===== src/rtl/uart_tx_pkg.sv =====
package uart_tx_pkg;
    typedef enum logic [1:0] {
        TX_IDLE  = 2'd0,
        TX_START = 2'd1,
        TX_DATA  = 2'd2,
        TX_STOP  = 2'd3
    } tx_state_t;
endpackage


===== src/rtl/uart_tx_holdreg.sv =====
module uart_tx_holdreg #(
    parameter int DATA_W = 8
) (
    input  logic              clk,
    input  logic              rst_n,
    input  logic              tx_en,
    input  logic              wr_stb,
    input  logic [DATA_W-1:0] wr_data,
    input  logic              take,
    output logic              hold_valid,
    output logic [DATA_W-1:0] hold_data,
    output logic              ready
);
    logic accept;

    // Host may write only while enabled and nothing is waiting
    assign ready  = tx_en && !hold_valid;
    assign accept = wr_stb && ready;

    always_ff @(posedge clk or negedge rst_n) begin
        if (!rst_n) begin
            hold_valid <= 1'b0;
            hold_data  <= '0;
        end else if (accept) begin
            hold_valid <= 1'b1;
            hold_data  <= wr_data;
        end else if (take) begin
            hold_valid <= 1'b0;
        end
    end
endmodule


===== src/rtl/uart_tx_shifter.sv =====
module uart_tx_shifter
    import uart_tx_pkg::*;
#(
    parameter int DATA_W        = 8,
    parameter int TICKS_PER_BIT = 16
) (
    input  logic              clk,
    input  logic              rst_n,
    input  logic              tx_en,
    input  logic              baud_tick,
    input  logic              hold_valid,
    input  logic [DATA_W-1:0] hold_data,
    output logic              take,
    output logic              busy,
    output logic              txd
);
    localparam int CNT_W = (TICKS_PER_BIT > 1) ? $clog2(TICKS_PER_BIT) : 1;
    localparam int IDX_W = (DATA_W > 1) ? $clog2(DATA_W) : 1;
    localparam logic [CNT_W-1:0] CNT_LAST = CNT_W'(TICKS_PER_BIT - 1);
    localparam logic [IDX_W-1:0] IDX_LAST = IDX_W'(DATA_W - 1);

    tx_state_t         state_q, state_d;
    logic [CNT_W-1:0]  tick_cnt;
    logic [IDX_W-1:0]  bit_idx;
    logic [DATA_W-1:0] shreg;
    logic              bit_end;
    logic              can_take;

    assign bit_end  = baud_tick && (tick_cnt == CNT_LAST);
    assign can_take = tx_en && hold_valid;

    // Next state and take decision
    always_comb begin
        state_d = state_q;
        take    = 1'b0;
        unique case (state_q)
            TX_IDLE: begin
                if (can_take) begin
                    take    = 1'b1;
                    state_d = TX_START;
                end
            end
            TX_START: begin
                if (bit_end) state_d = TX_DATA;
            end
            TX_DATA: begin
                if (bit_end && (bit_idx == IDX_LAST)) state_d = TX_STOP;
            end
            TX_STOP: begin
                if (bit_end) begin
                    if (can_take) begin
                        take    = 1'b1;
                        state_d = TX_START;
                    end else begin
                        state_d = TX_IDLE;
                    end
                end
            end
        endcase
    end

    // State register
    always_ff @(posedge clk or negedge rst_n) begin
        if (!rst_n) state_q <= TX_IDLE;
        else        state_q <= state_d;
    end

    // Bit timing and data shifting
    always_ff @(posedge clk or negedge rst_n) begin
        if (!rst_n) begin
            tick_cnt <= '0;
            bit_idx  <= '0;
            shreg    <= '0;
        end else if (take) begin
            tick_cnt <= '0;
            bit_idx  <= '0;
            shreg    <= hold_data;
        end else if ((state_q != TX_IDLE) && baud_tick) begin
            if (bit_end) begin
                tick_cnt <= '0;
                if (state_q == TX_DATA) begin
                    shreg   <= shreg >> 1;
                    bit_idx <= bit_idx + 1'b1;
                end
            end else begin
                tick_cnt <= tick_cnt + 1'b1;
            end
        end
    end

    // Outputs
    always_comb begin
        unique case (state_q)
            TX_IDLE:  txd = 1'b1;
            TX_START: txd = 1'b0;
            TX_DATA:  txd = shreg[0];
            TX_STOP:  txd = 1'b1;
        endcase
        busy = (state_q != TX_IDLE);
    end
endmodule


===== src/rtl/uart_tx_hold.sv =====
module uart_tx_hold #(
    parameter int DATA_W        = 8,
    parameter int TICKS_PER_BIT = 16
) (
    input  logic              clk,
    input  logic              rst_n,
    input  logic              tx_en,
    input  logic              wr_stb,
    input  logic [DATA_W-1:0] wr_data,
    input  logic              baud_tick,
    output logic              txd,
    output logic              tx_ready,
    output logic              tx_empty
);
    logic              hold_valid;
    logic [DATA_W-1:0] hold_data;
    logic              take;
    logic              busy;

    uart_tx_holdreg #(.DATA_W(DATA_W)) u_hold (
        .clk        (clk),
        .rst_n      (rst_n),
        .tx_en      (tx_en),
        .wr_stb     (wr_stb),
        .wr_data    (wr_data),
        .take       (take),
        .hold_valid (hold_valid),
        .hold_data  (hold_data),
        .ready      (tx_ready)
    );

    uart_tx_shifter #(.DATA_W(DATA_W), .TICKS_PER_BIT(TICKS_PER_BIT)) u_shift (
        .clk        (clk),
        .rst_n      (rst_n),
        .tx_en      (tx_en),
        .baud_tick  (baud_tick),
        .hold_valid (hold_valid),
        .hold_data  (hold_data),
        .take       (take),
        .busy       (busy),
        .txd        (txd)
    );

    assign tx_empty = !hold_valid && !busy;
endmodule


===== config.mk =====
export PLATFORM = sky130hd
export DESIGN_NAME = uart_tx_hold
export DESIGN_NICKNAME = d
export VERILOG_FILES = /design/src/rtl/uart_tx_pkg.sv /design/src/rtl/uart_tx_holdreg.sv /design/src/rtl/uart_tx_shifter.sv /design/src/rtl/uart_tx_hold.sv
export SDC_FILE = /design/constraint.sdc
export NUM_CORES = 1
export LEC_CHECK = 0
export BUFFER_PORTS_ARGS = -buffer_cell sky130_fd_sc_hd__clkbuf_2
export CAP_MARGIN = 5
export CORE_MARGIN = 3
export CORE_UTILIZATION = 52
export DETAILED_ROUTE_END_ITERATION = 6
export PLACE_DENSITY = 0.78
export SYNTH_ARGS = -nofsm -noshare
export SYNTH_HDL_FRONTEND = slang
export SYNTH_SLANG_ARGS = --single-unit
export TNS_END_PERCENT = 5

===== constraint.sdc =====
create_clock -name clk -period 4.3 [get_ports clk]
set_input_delay 0.215 -clock clk [delete_from_list [all_inputs] [get_ports clk]]
set_output_delay 0.215 -clock clk [all_outputs]
set_load 0.005 [all_outputs]

# Yosys cells after proc, flatten, opt, wreduce, memory -nomap -nowiden

Index checks and enable logic that the tools add are counted.

Register bits after elaboration: 26
Output and inout bits: 3

Add/sub/neg operators: 2
Reductions and logical operators: 18
Multiplexer cells: 23
Equality and inequality tests: 9

Operators by type and width:

| kind                                          | number |
|---|---|
| 2-to-1 mux 8 bit                              | 4 |
| 2-to-1 mux 3 bit                              | 4 |
| 2-to-1 mux 4 bit                              | 3 |
| nonzero test 2 bit                            | 5 |
| 2-to-1 mux 2 bit                              | 4 |
| != test 2 x 1 -> 1 bit, second input constant | 4 |
| one-hot mux 2 bit (4 select lines)            | 1 |
| logical AND 1 bit                             | 7 |
| 2-to-1 mux 1 bit                              | 5 |
| adder 4 x 1 -> 4 bit, second input constant   | 1 |
| == test 2 bit, second input constant          | 2 |
| == test 4 bit, second input constant          | 1 |
| AND reduction 4 bit                           | 1 |
| adder 3 x 1 -> 3 bit, second input constant   | 1 |
| == test 3 bit, second input constant          | 1 |
| one-hot mux 1 bit (3 select lines)            | 1 |
| AND reduction 3 bit                           | 1 |
| == test 2 x 1 -> 1 bit, second input constant | 1 |
| logical NOT 1 bit                             | 2 |
| logical NOT 2 bit                             | 1 |
| one-hot mux 1 bit (2 select lines)            | 1 |
| OR reduction 2 bit                            | 1 |

# Depth between registers and ports, before layout

Gate-level depths: netlist of the first run.

Depth in word-level cells: 6
Gate-level depth with buffers: 6
Mapped depth without buffers: 6

# Cells and area by module

From an unflattened synthesis of the first run, not the netlist that was laid out.

Cells, all modules: 108
Area total of the unflattened synthesis: 1400.1 um^2

Modules (own cells, without submodules):

| module          | area each (um^2) | cells an instance | sequential area each (um^2) | times used |
|---|---|---|---|---|
| uart_tx_shifter | 1043.5           | 86                | 425.4                       | 1 |
| uart_tx_holdreg | 352.8            | 21                | 225.2                       | 1 |
| uart_tx_hold    | 3.8              | 1                 | 0.0                         | 1 |

# Worst setup path after synthesis of the first run

Ideal clock, no wire load.

Path kind: reg2reg
From: register u_shift.state_q[0]
To: register u_shift.shreg[5]
Required time: 4.175 ns
Cell stages (with the launch flop): 7
Path slack: 2.464 ns
Data arrival time: 1.711 ns
Cells stage by stage: dfrtp_1 inv_1 ha_1 nor3b_2 buf_6 mux2_1 mux2_4

Word-level cells in the longest chain between the ends: 4
Elaborated cells on any way between the ends: 11

RTL lines:

| item                                                                    | line                                         | source |
|---|---|---|
| from (decl)                                                             | uart_tx_shifter.sv:22                        | `tx_state_t state_q, state_d;` |
| from (signal assigned)                                                  | uart_tx_shifter.sv:65                        | `else state_q <= state_d;` |
| == test 2 bit, or another cell as far along                             | uart_tx_shifter.sv:36                        | `unique case (state_q)` |
| one-hot mux 1 bit (2 select lines) or logical AND 1 bit (tied branches) | uart_tx_shifter.sv:36, uart_tx_shifter.sv:78 |  |
| nonzero test 2 bit (no source line)                                     | -                                            |  |
| AND reduction 3 bit (no source line)                                    | -                                            |  |
| to (signal assigned)                                                    | uart_tx_shifter.sv:77                        | `shreg <= hold_data;` |
| to (signal assigned)                                                    | uart_tx_shifter.sv:82                        | `shreg <= shreg >> 1;` |
| to (decl)                                                               | uart_tx_shifter.sv:25                        | `logic [DATA_W-1:0] shreg;` |

Parallel ways exist; a longest one is shown, timed or not.
A chain may end at the register's enable or synchronous reset.

# Worst setup path in the final report of the first run

From: register u_shift.state_q[0]
To: register u_shift.shreg[0]

The elaborated chain is that of the path after synthesis.

==> results of run 1 <==
## power breakdown
group          switching [mW]  total [mW]  internal (mW)
Sequential             0.0737       0.427          0.354
Clock                  0.0701       0.122         0.0517
Combinational           0.173       0.374          0.201
Total                   0.317       0.923          0.606
## logic make-up after synthesis
kind of cell	after synthesis	synth area share
and+or+nand+nor	28	0.1174
AOI/OAI and AO/OA	12	0.06285
buffers and inverters	5	0.02495
DFF	26	0.4806
muxes	27	0.2274
xor gates and xnor gates	2	0.01294
adders and majority gates	8	0.07394
## through the flow
| step | instance area (um2) | power [mW] |
|---|---|---|
| global placement | 1441 | 0.7797 |
| finish | 1488 | 0.9232 |
| CTS | 1488 | 0.9285 |
| global route | 1488 | 0.9969 |
| detailed placement | 1441 | 0.8079 |
| floorplan | 1354 | 0.7113 |
## cell usage in the layout (no fill, tap or decap), types with 2 or more instances in the layout
cell type and count:
a21oi_1 3, mux2_1 7, mux2_4 2, clkbuf_2 15
nor2_1 10, nand2_1 3, mux2_2 15, mux2i_1 3
nand4_1 2, clkbuf_4 3, dfrtp_1 26, nor2b_1 3
o21ai_0 3, ha_1 8, inv_1 3, nor3_1 4
## metal layers
metal | wire, um | part of all wire | track usage
met1 | 1025 | 0.47 | 0.1962
met2 | 1028 | 0.47 | 0.2431
met3 | 95 | 0.044 | 0.02715
met4 | 27 | 0.012 | 0.06291
met5 | 0 | 0 | 0
## flip-flops by register name, indices dropped and copies added, names as in the netlist
signal / count
u_hold.hold_data: 8
u_hold.hold_valid: 1
u_shift.bit_idx: 3
u_shift.shreg: 8
u_shift.state_q: 2
u_shift.tick_cnt: 4
## how the worst max path moves through the flow
stage               cells past startpoint  slack, ns           startpoint                to
floorplan                               6       2.46   u_shift.state_q[0]  u_shift.shreg[5]
global placement                        5       2.00   u_shift.state_q[0]  u_shift.shreg[0]
detailed placement                      5       1.94   u_shift.state_q[0]  u_shift.shreg[0]
CTS                                     5       1.92   u_shift.state_q[0]  u_shift.shreg[0]
global route                            5       1.69  u_shift.tick_cnt[0]  u_shift.shreg[0]
finish                                  5       1.94   u_shift.state_q[0]  u_shift.shreg[0]
## final cells by class
cell class	count	area, um2	share of cell area
tap	28	35.03	0.02355
timing repair buffer	16	85.08	0.05719
inverter	3	11.26	0.007569
clock buffer	4	36.28	0.02439
multi-input combinational	77	669.4	0.4500
sequential	26	650.6	0.4373
## timing repair
item	in CTS	in global routing
hold buffers	1	0
endpoints found under the setup margin	0	0
resized for setup	0	0
hold endpoints to repair	26	0
## worst max-delay path: cells and delay by family, from the launching register on
family / cells / cell delay (ns)
simple gates: 1 / 0.72
mux: 2 / 0.66
flops: 1 / 0.44
fa+ha+maj: 1 / 0.31
buf+inv: 1 / 0.12
==> flow_metrics.tcl, run 1 <==
set metrics [dict create \
    status "finished clean" \
    avgViaCountPerCell 5.591 \
    max_cap_violations 0 \
    place_inst 149 \
    antenna_cells 0 \
    max-clock-path-buffers 2 \
    min_period_over_period 0.5477 \
    numPortBuffers 15 \
    yosysWarningCount 0 \
    cp_common_cell "mux2_2" \
    setup_viol 0 \
    fin_cells 154 \
    crit_path_end_kind "register" \
    synth_edf_count 0 \
    reg2reg_setup_slack_ns 1.94 \
    dp_hpwl_um 1630 \
    vias 861 \
    tightestPinTransition_ns 0.8206 \
    min_period_ns 2.355 \
    path_cells "inv_1, ha_1, nor3b_2, mux2_2, mux2_2" \
    slowest_delay_ns 0.72 \
    grt_max_degree 27 \
    min_path_cells 2 \
    synth_top_area_share 0.4806 \
    fp.dieH_um 57.03 \
    setup_ws_ns 1.945 \
    synthesis.nets 129 \
    htree_levels 1 \
    synth_cell_types 29 \
    finClkSkew_ns 0.004049 \
    slew_headroom 0.4505 \
    avgSynthCellArea_um2 12.54 \
    root_buffer "clkbuf_4" \
    worst-setup-path-type "reg2reg" \
    yosys.area.top_type "dfrtp_1" \
    final_nets 148 \
    worstPathArrival_ns 2.57 \
    cp_max_fo 11 \
    grt_first_pass_wirelength_um 3850 \
    core_um2 2340 \
    post_cts_buffers 0 \
    holdPathEnd "u_hold.hold_data[7]" \
    powerDensity_nw_per_um2 620.6 \
    synth-seq-cells 26 \
    cpMaxStageDelayCell "nor3b_2" \
    synthFlopType "dfrtp_1" \
    antenna_found_initial 0 \
    cts_buffers 3 \
    critPathLaunchType "register" \
    critPathRequiredTime_ns 4.52 \
    dr.pass1.iters 4 \
    final_util 0.6358 \
    fill_cells 187 \
    synthTopCellsByArea "dfrtp_1, mux2_2, ha_1, mux2_1, nor2_1" \
    dieWidth_um 57.03 \
    routedWlPerCell_um 14.14 \
    vdd_drop_max_mv 0.3637 \
    grt_pass1_vias 867 \
    drt_iter0_drc 24 \
    track_usage 0.1494 \
    rsz0062_at_grt "no" \
    clk_latency_ns 0.31 \
    place_worst_setup_slack_ns 1.943 \
    start_util 0.5786 \
    netlist_instances 108 \
    setup_tns_ns 0 \
    floorplan.rows 17 \
    ant_nets 0 \
    dieArea_um2 3252 \
    place_congestion 0.7777 \
    synthToLayoutAreaGrowth_pct 9.889 \
    hp-class "in2reg" \
    drc_errors 0 \
    r2r_start "u_shift.state_q[0]" \
    numClockSinks 26 \
    synth-seq-area-share 0.4806 \
    yosys.cell_count.top_type "dfrtp_1" \
    fmax_mhz 424.6 \
    maxSlewViolCount 0 \
    ff2ff_path_depth 5 \
    clk_pin_slew_ns 0.14 \
    synth_area_um2 1354 \
    r2r-end "u_shift.shreg[0]" \
    drive_gt1_frac 0.3175 \
    synthArstFlopShare 1.000 \
    ios 16 \
    hold_viol 0 \
    ys_top_cells_by_count "dfrtp_1, mux2_2, nor2_1" \
    overflow 0 \
    fin_hold_ws_ns 0.1191 \
    p_leak_nw 0.7083 \
    tritoncts "done" \
    hold_start "wr_data[7]" \
    routed_wl_um 2177 \
]
(Power assumes the default switching activity.)
==> run 2, diff against run 1 <==
Settings changed: CORE_UTILIZATION 52 to 51, PLACE_DENSITY 0.78 to 0.8.
Clock period 4.3 ns to 2.11 ns, I/O delays scaled along.
==> flow_metrics.tcl, run 2 (synthesized netlist as in run 1, its figures left out) <==
set metrics [dict create \
    status "finished clean" \
    place_worst_setup_slack_ns 0.1453 \
    crit_path_end_kind "register" \
    floorplan.rows 18 \
    drc_errors 0 \
    grt_pass1_vias 898 \
    antenna_cells 0 \
    grt_first_pass_wirelength_um 4077 \
    dp_hpwl_um 1730 \
    max_cap_violations 0 \
    cp_max_fo 11 \
    tritoncts "done" \
    start_util 0.5415 \
    setup_tns_ns 0 \
    drt_iter0_drc 58 \
    htree_levels 1 \
    power_frac_seq 0.461 \
    maxSlewViolCount 0 \
    track_usage 0.1595 \
    internal_power_mw 1.253 \
    post_cts_buffers 0 \
    final_nets 156 \
    ant_nets 0 \
    dr.pass1.iters 4 \
    max-clock-path-buffers 2 \
    routed_wl_um 2360 \
    fill_cells 197 \
    setup_ws_ns 0.1469 \
    power_frac_clock 0.128 \
    clk_latency_ns 0.31 \
    root_buffer "clkbuf_4" \
    place_congestion 0.8914 \
    routedWlPerCell_um 14.39 \
    setup_viol 0 \
    dieWidth_um 57.52 \
    synthToLayoutAreaGrowth_pct 15.62 \
    dieArea_um2 3309 \
    slew_headroom 0.5766 \
    fin_hold_ws_ns 0.01302 \
    swShare 0.3401 \
    fmax_mhz 509.4 \
    reg_top3 "u_hold.hold_data (8), u_shift.shreg (8), u_shift.tick_cnt (4)" \
    ios 16 \
    hold_viol 0 \
    rsz0062_at_grt "no" \
    worst-setup-path-type "reg2reg" \
    vias 918 \
    fp.dieH_um 57.52 \
    drive_gt1_frac 0.3284 \
    path_cells "inv_1, ha_1, nor3b_2, buf_4, mux2_1, mux2_4" \
    vdd_drop_max_mv 0.8063 \
    p_sw_uw 646.0 \
    core_um2 2500 \
    multi_input_area_um2 671.9 \
    p_leak_nw 0.7425 \
    final_common_cell "dfrtp_1" \
    hold_start "wr_data[2]" \
    worstSetupStartpoint "u_shift.state_q[0]" \
    numClockSinks 26 \
    finClkSkew_ns 0.002573 \
    r2r_start "u_shift.state_q[0]" \
    antenna_found_initial 0 \
    layout_common_cells "dfrtp_1, mux2_2, clkbuf_2, nor2_1" \
    pwr-share-comb 0.411 \
    clk_pin_slew_ns 0.13 \
    powerDensity_nw_per_um2 1213 \
    numPortBuffers 15 \
    grt_max_degree 27 \
    tightestPinTransition_ns 0.6351 \
    min_period_ns 1.963 \
    regArea_um2 650.6 \
    worstPathArrival_ns 2.17 \
    cts_buffers 3 \
    overflow 0 \
    avgViaCountPerCell 5.598 \
    min_period_over_period 0.9304 \
    hp-class "in2reg" \
    critPathLaunchType "register" \
    cpMaxStageDelayCell "dfrtp_1" \
    critPathRequiredTime_ns 2.32 \
    slowest_delay_ns 0.44 \
]
-- run 2: changes by cell type in the layout (fill, tap and decap cells not counted) --
cell / change
ha_2: +1
buf_4: +3
dlygate4sd3_1: +5
ha_1: -1
-- run 2: layer usage --
layer	track usage	part of all wire	up-vias
met5	0	0	-
met3	0.02941	0.024	2
li1	-	-	439
met1	0.1924	0.43	458
met4	0.07285	0.0064	0
met2	0.2742	0.54	19
-- run 2: layout make-up --
| class | count | share of cell area |
|---|---|---|
| Sequential cell | 26 | 0.4157 |
| Tap cell | 30 | 0.02398 |
| Inverter | 3 | 0.007194 |
| Clock buffer | 4 | 0.02318 |
| Timing Repair Buffer | 24 | 0.1007 |
| Multi-Input combinational cell | 77 | 0.4293 |
-- run 2: power by group through the flow --
stage	clock, mW	sequential (mW)	combinational (mW)
floorplan	0	0.836	0.613
finish	0.244	0.875	0.781
detailed placement	0	0.886	0.772
global placement	0	0.865	0.717
global route	0.280	0.908	0.867
CTS	0.249	0.874	0.774
-- run 2: stage by stage --
stage          cell area (um2)  utilization  power (mW)  std cells
2_1_floorplan             1354            -       1.450        108
3_3_place_gp              1466       0.5866       1.582        154
3_5_place_dp              1466       0.5866       1.659        154
4_1_cts                   1513       0.6051       1.898        159
5_1_grt                   1565       0.6261       2.055        164
6_report                  1565       0.6261       1.899        164
-- run 2: repair_timing --
item                       4_1_cts  5_1_grt
gates resized for setup          0        1
hold buffers                     1        5
hold endpoints to repair        26        5
setup endpoints to repair        0        4
-- run 2: path summary, 6_finish.rpt --
| check | end | slack, ns | cells after the start |
|---|---|---|---|
| min | u_hold.hold_data[2] | 0.01 | 2 |
| max in group asynchronous | u_shift.shreg[7] | 1.38 | 2 |
| max | u_shift.shreg[6] | 0.15 | 6 |
| min reg2reg | u_shift.shreg[5] | 0.52 | 1 |
| max reg2reg | u_shift.shreg[6] | 0.15 | 6 |
| min in group asynchronous | u_hold.hold_valid | 0.33 | 2 |
-- run 2: critical path, delay by kind of cell, from the launching register on --
family / cells / cell delay, ns
multiplexers: 2 / 0.61
flip-flops: 1 / 0.44
buffers and inverters: 2 / 0.37
adder cells (fa/ha/maj): 1 / 0.26
AND/OR/NAND/NOR: 1 / 0.18
==> run 3, diff against run 2 <==
Settings changed: BUFFER_PORTS_ARGS -buffer_cell sky130_fd_sc_hd__clkbuf_2 to unset, CORE_MARGIN 3 to unset, CORE_UTILIZATION 51 to 52, DONT_BUFFER_PORTS set to 1, PLACE_DENSITY 0.8 to 0.76.
==> flow_metrics.tcl, run 3 (synthesized netlist as in run 1, its figures left out) <==
set metrics [dict create \
    status "finished clean" \
    synthToLayoutAreaGrowth_pct 15.53 \
    fin_hold_ws_ns 0.04218 \
    finClkSkew_ns 0.01245 \
    critical_path.top_delay_family "compound AO/OA/AOI/OAI gates" \
    path_cells "inv_1, ha_2, a21boi_2, nor2_1, a22oi_1, mux2_1" \
    track_usage 0.1809 \
    ios 16 \
    core_um2 2477 \
    layout_common_cells "dfrtp_1, mux2_2, nor2_1, dlygate4sd3_1" \
    reg2reg_setup_slack_ns 0.13 \
    worstSetupStartpoint "u_shift.state_q[0]" \
    slew_headroom 0.7161 \
    vdd_drop_max_mv 0.7902 \
    setup_tns_ns 0 \
    grt_pass1_vias 863 \
    start_util 0.5465 \
    post_cts_buffers 0 \
    slowest_delay_ns 0.45 \
    drc_errors 0 \
    place_worst_setup_slack_ns 0.1021 \
    antenna_found_initial 0 \
    min_period_over_period 0.9390 \
    critPathBufInv 1 \
    final_util 0.6313 \
    powerDensity_nw_per_um2 1265 \
    routedWlPerCell_um 14.46 \
    min_path_cells 3 \
    r2r-end "u_shift.state_q[1]" \
    hold_start "baud_tick" \
    ff2ff_path_depth 6 \
    fmax_mhz 504.7 \
    worstPathArrival_ns 2.20 \
    critPathRequiredTime_ns 2.33 \
    antenna_cells 0 \
    numPortBuffers 0 \
    cpMaxStageDelayCell "dfrtp_1" \
    grt_first_pass_wirelength_um 3622 \
    floorplan.rows 18 \
    p_leak_nw 0.7136 \
    root_buffer "clkbuf_4" \
    dieWidth_um 53.03 \
    fill_cells 202 \
    tritoncts "done" \
    clk_pin_slew_ns 0.14 \
    htree_levels 1 \
    place_congestion 0.6871 \
    hold_viol 0 \
    reg_top3 "u_hold.hold_data (8), u_shift.shreg (8), u_shift.tick_cnt (4)" \
    setup_viol 0 \
    dr.pass1.iters 4 \
    drt_iter0_drc 13 \
    critPathLaunchType "register" \
    ant_nets 0 \
    setup_ws_ns 0.1287 \
    r2r_start "u_shift.state_q[0]" \
    grt_max_degree 27 \
    final_common_cell "dfrtp_1" \
    min_period_ns 1.981 \
    cp_max_fo 8 \
    avgViaCountPerCell 5.565 \
    fp.dieH_um 53.03 \
    crit_path_end_kind "register" \
    final_nets 146 \
    dp_hpwl_um 1612 \
    clk_latency_ns 0.32 \
    drive_gt1_frac 0.2500 \
    dieArea_um2 2812 \
    holdPathEnd "u_shift.tick_cnt[2]" \
    max-clock-path-buffers 2 \
    overflow 0 \
    tightestPinTransition_ns 0.4248 \
    max_cap_violations 0 \
    rsz0062_at_grt "no" \
    routed_wl_um 2227 \
    cts_buffers 3 \
    maxSlewViolCount 0 \
    worst-setup-path-type "reg2reg" \
    vias 857 \
    numClockSinks 26 \
    hp-class "in2reg" \
]
==> run 3: cell types whose count changed in the layout (fill, tap and decap cells not counted), sizes merged <==
cell and delta:
buf +2, bufinv +1, clkbuf -16, dlygate4sd3 +3
==> run 3: report_power, final <==
part	internal [mW]	switching [mW]	leakage, nW
Clock	0.192	0.140	0.0279
Sequential	0.721	0.156	0.320
Combinational	0.415	0.356	0.366
Total	1.33	0.651	0.714
==> run 3: worst reg2reg max path: cells and delay by family, from the launching register on <==
| kind | cells | cell delay, ns |
|---|---|---|
| AO/OA/AOI/OAI | 2 | 0.59 |
| flip-flops | 1 | 0.45 |
| multiplexers | 1 | 0.36 |
| adder cells (fa/ha/maj) | 1 | 0.28 |
| buffers and inverters | 1 | 0.15 |
| AND/OR/NAND/NOR | 1 | 0.07 |
==> run 3: through the flow <==
step	instance area (um2)	power [mW]	cells
after floorplan	1354	1.450	108
after global placement	1399	1.547	140
after detailed placement	1399	1.621	140
after CTS	1562	1.984	154
after global routing	1564	2.099	154
final	1564	1.979	154
==> run 3: layer usage <==
metal	vias up	part of all wire	GRT usage
met5	-	0	0
met4	0	0.0058	0.07895
met3	2	0.019	0.01724
met2	11	0.52	0.3207
met1	426	0.46	0.2208
li1	418	-	-
==> run 3: layout make-up <==
type | count | area (um2) | area share
multi-input combinational | 77 | 671.9 | 0.4296
sequential | 26 | 650.6 | 0.4160
timing repair buffer | 14 | 140.1 | 0.08960
tap | 30 | 37.54 | 0.02400
clock inverter | 1 | 30.03 | 0.01920
clock buffer | 3 | 22.52 | 0.01440
inverter | 3 | 11.26 | 0.007200
==> run 3: how the worst max path moves through the flow <==
stage	to	depth (start not counted)
floorplan	u_shift.shreg[5]	6
global placement	u_shift.shreg[5]	6
detailed placement	u_shift.state_q[1]	6
CTS	u_shift.state_q[1]	6
global route	u_shift.state_q[1]	6
finish	u_shift.state_q[1]	6
==> run 3: what timing repair did <==
item                       CTS  global route
hold buffers                10             0
gates resized for setup      0             1
setup endpoints to repair    0             1
hold endpoints to repair    34             0
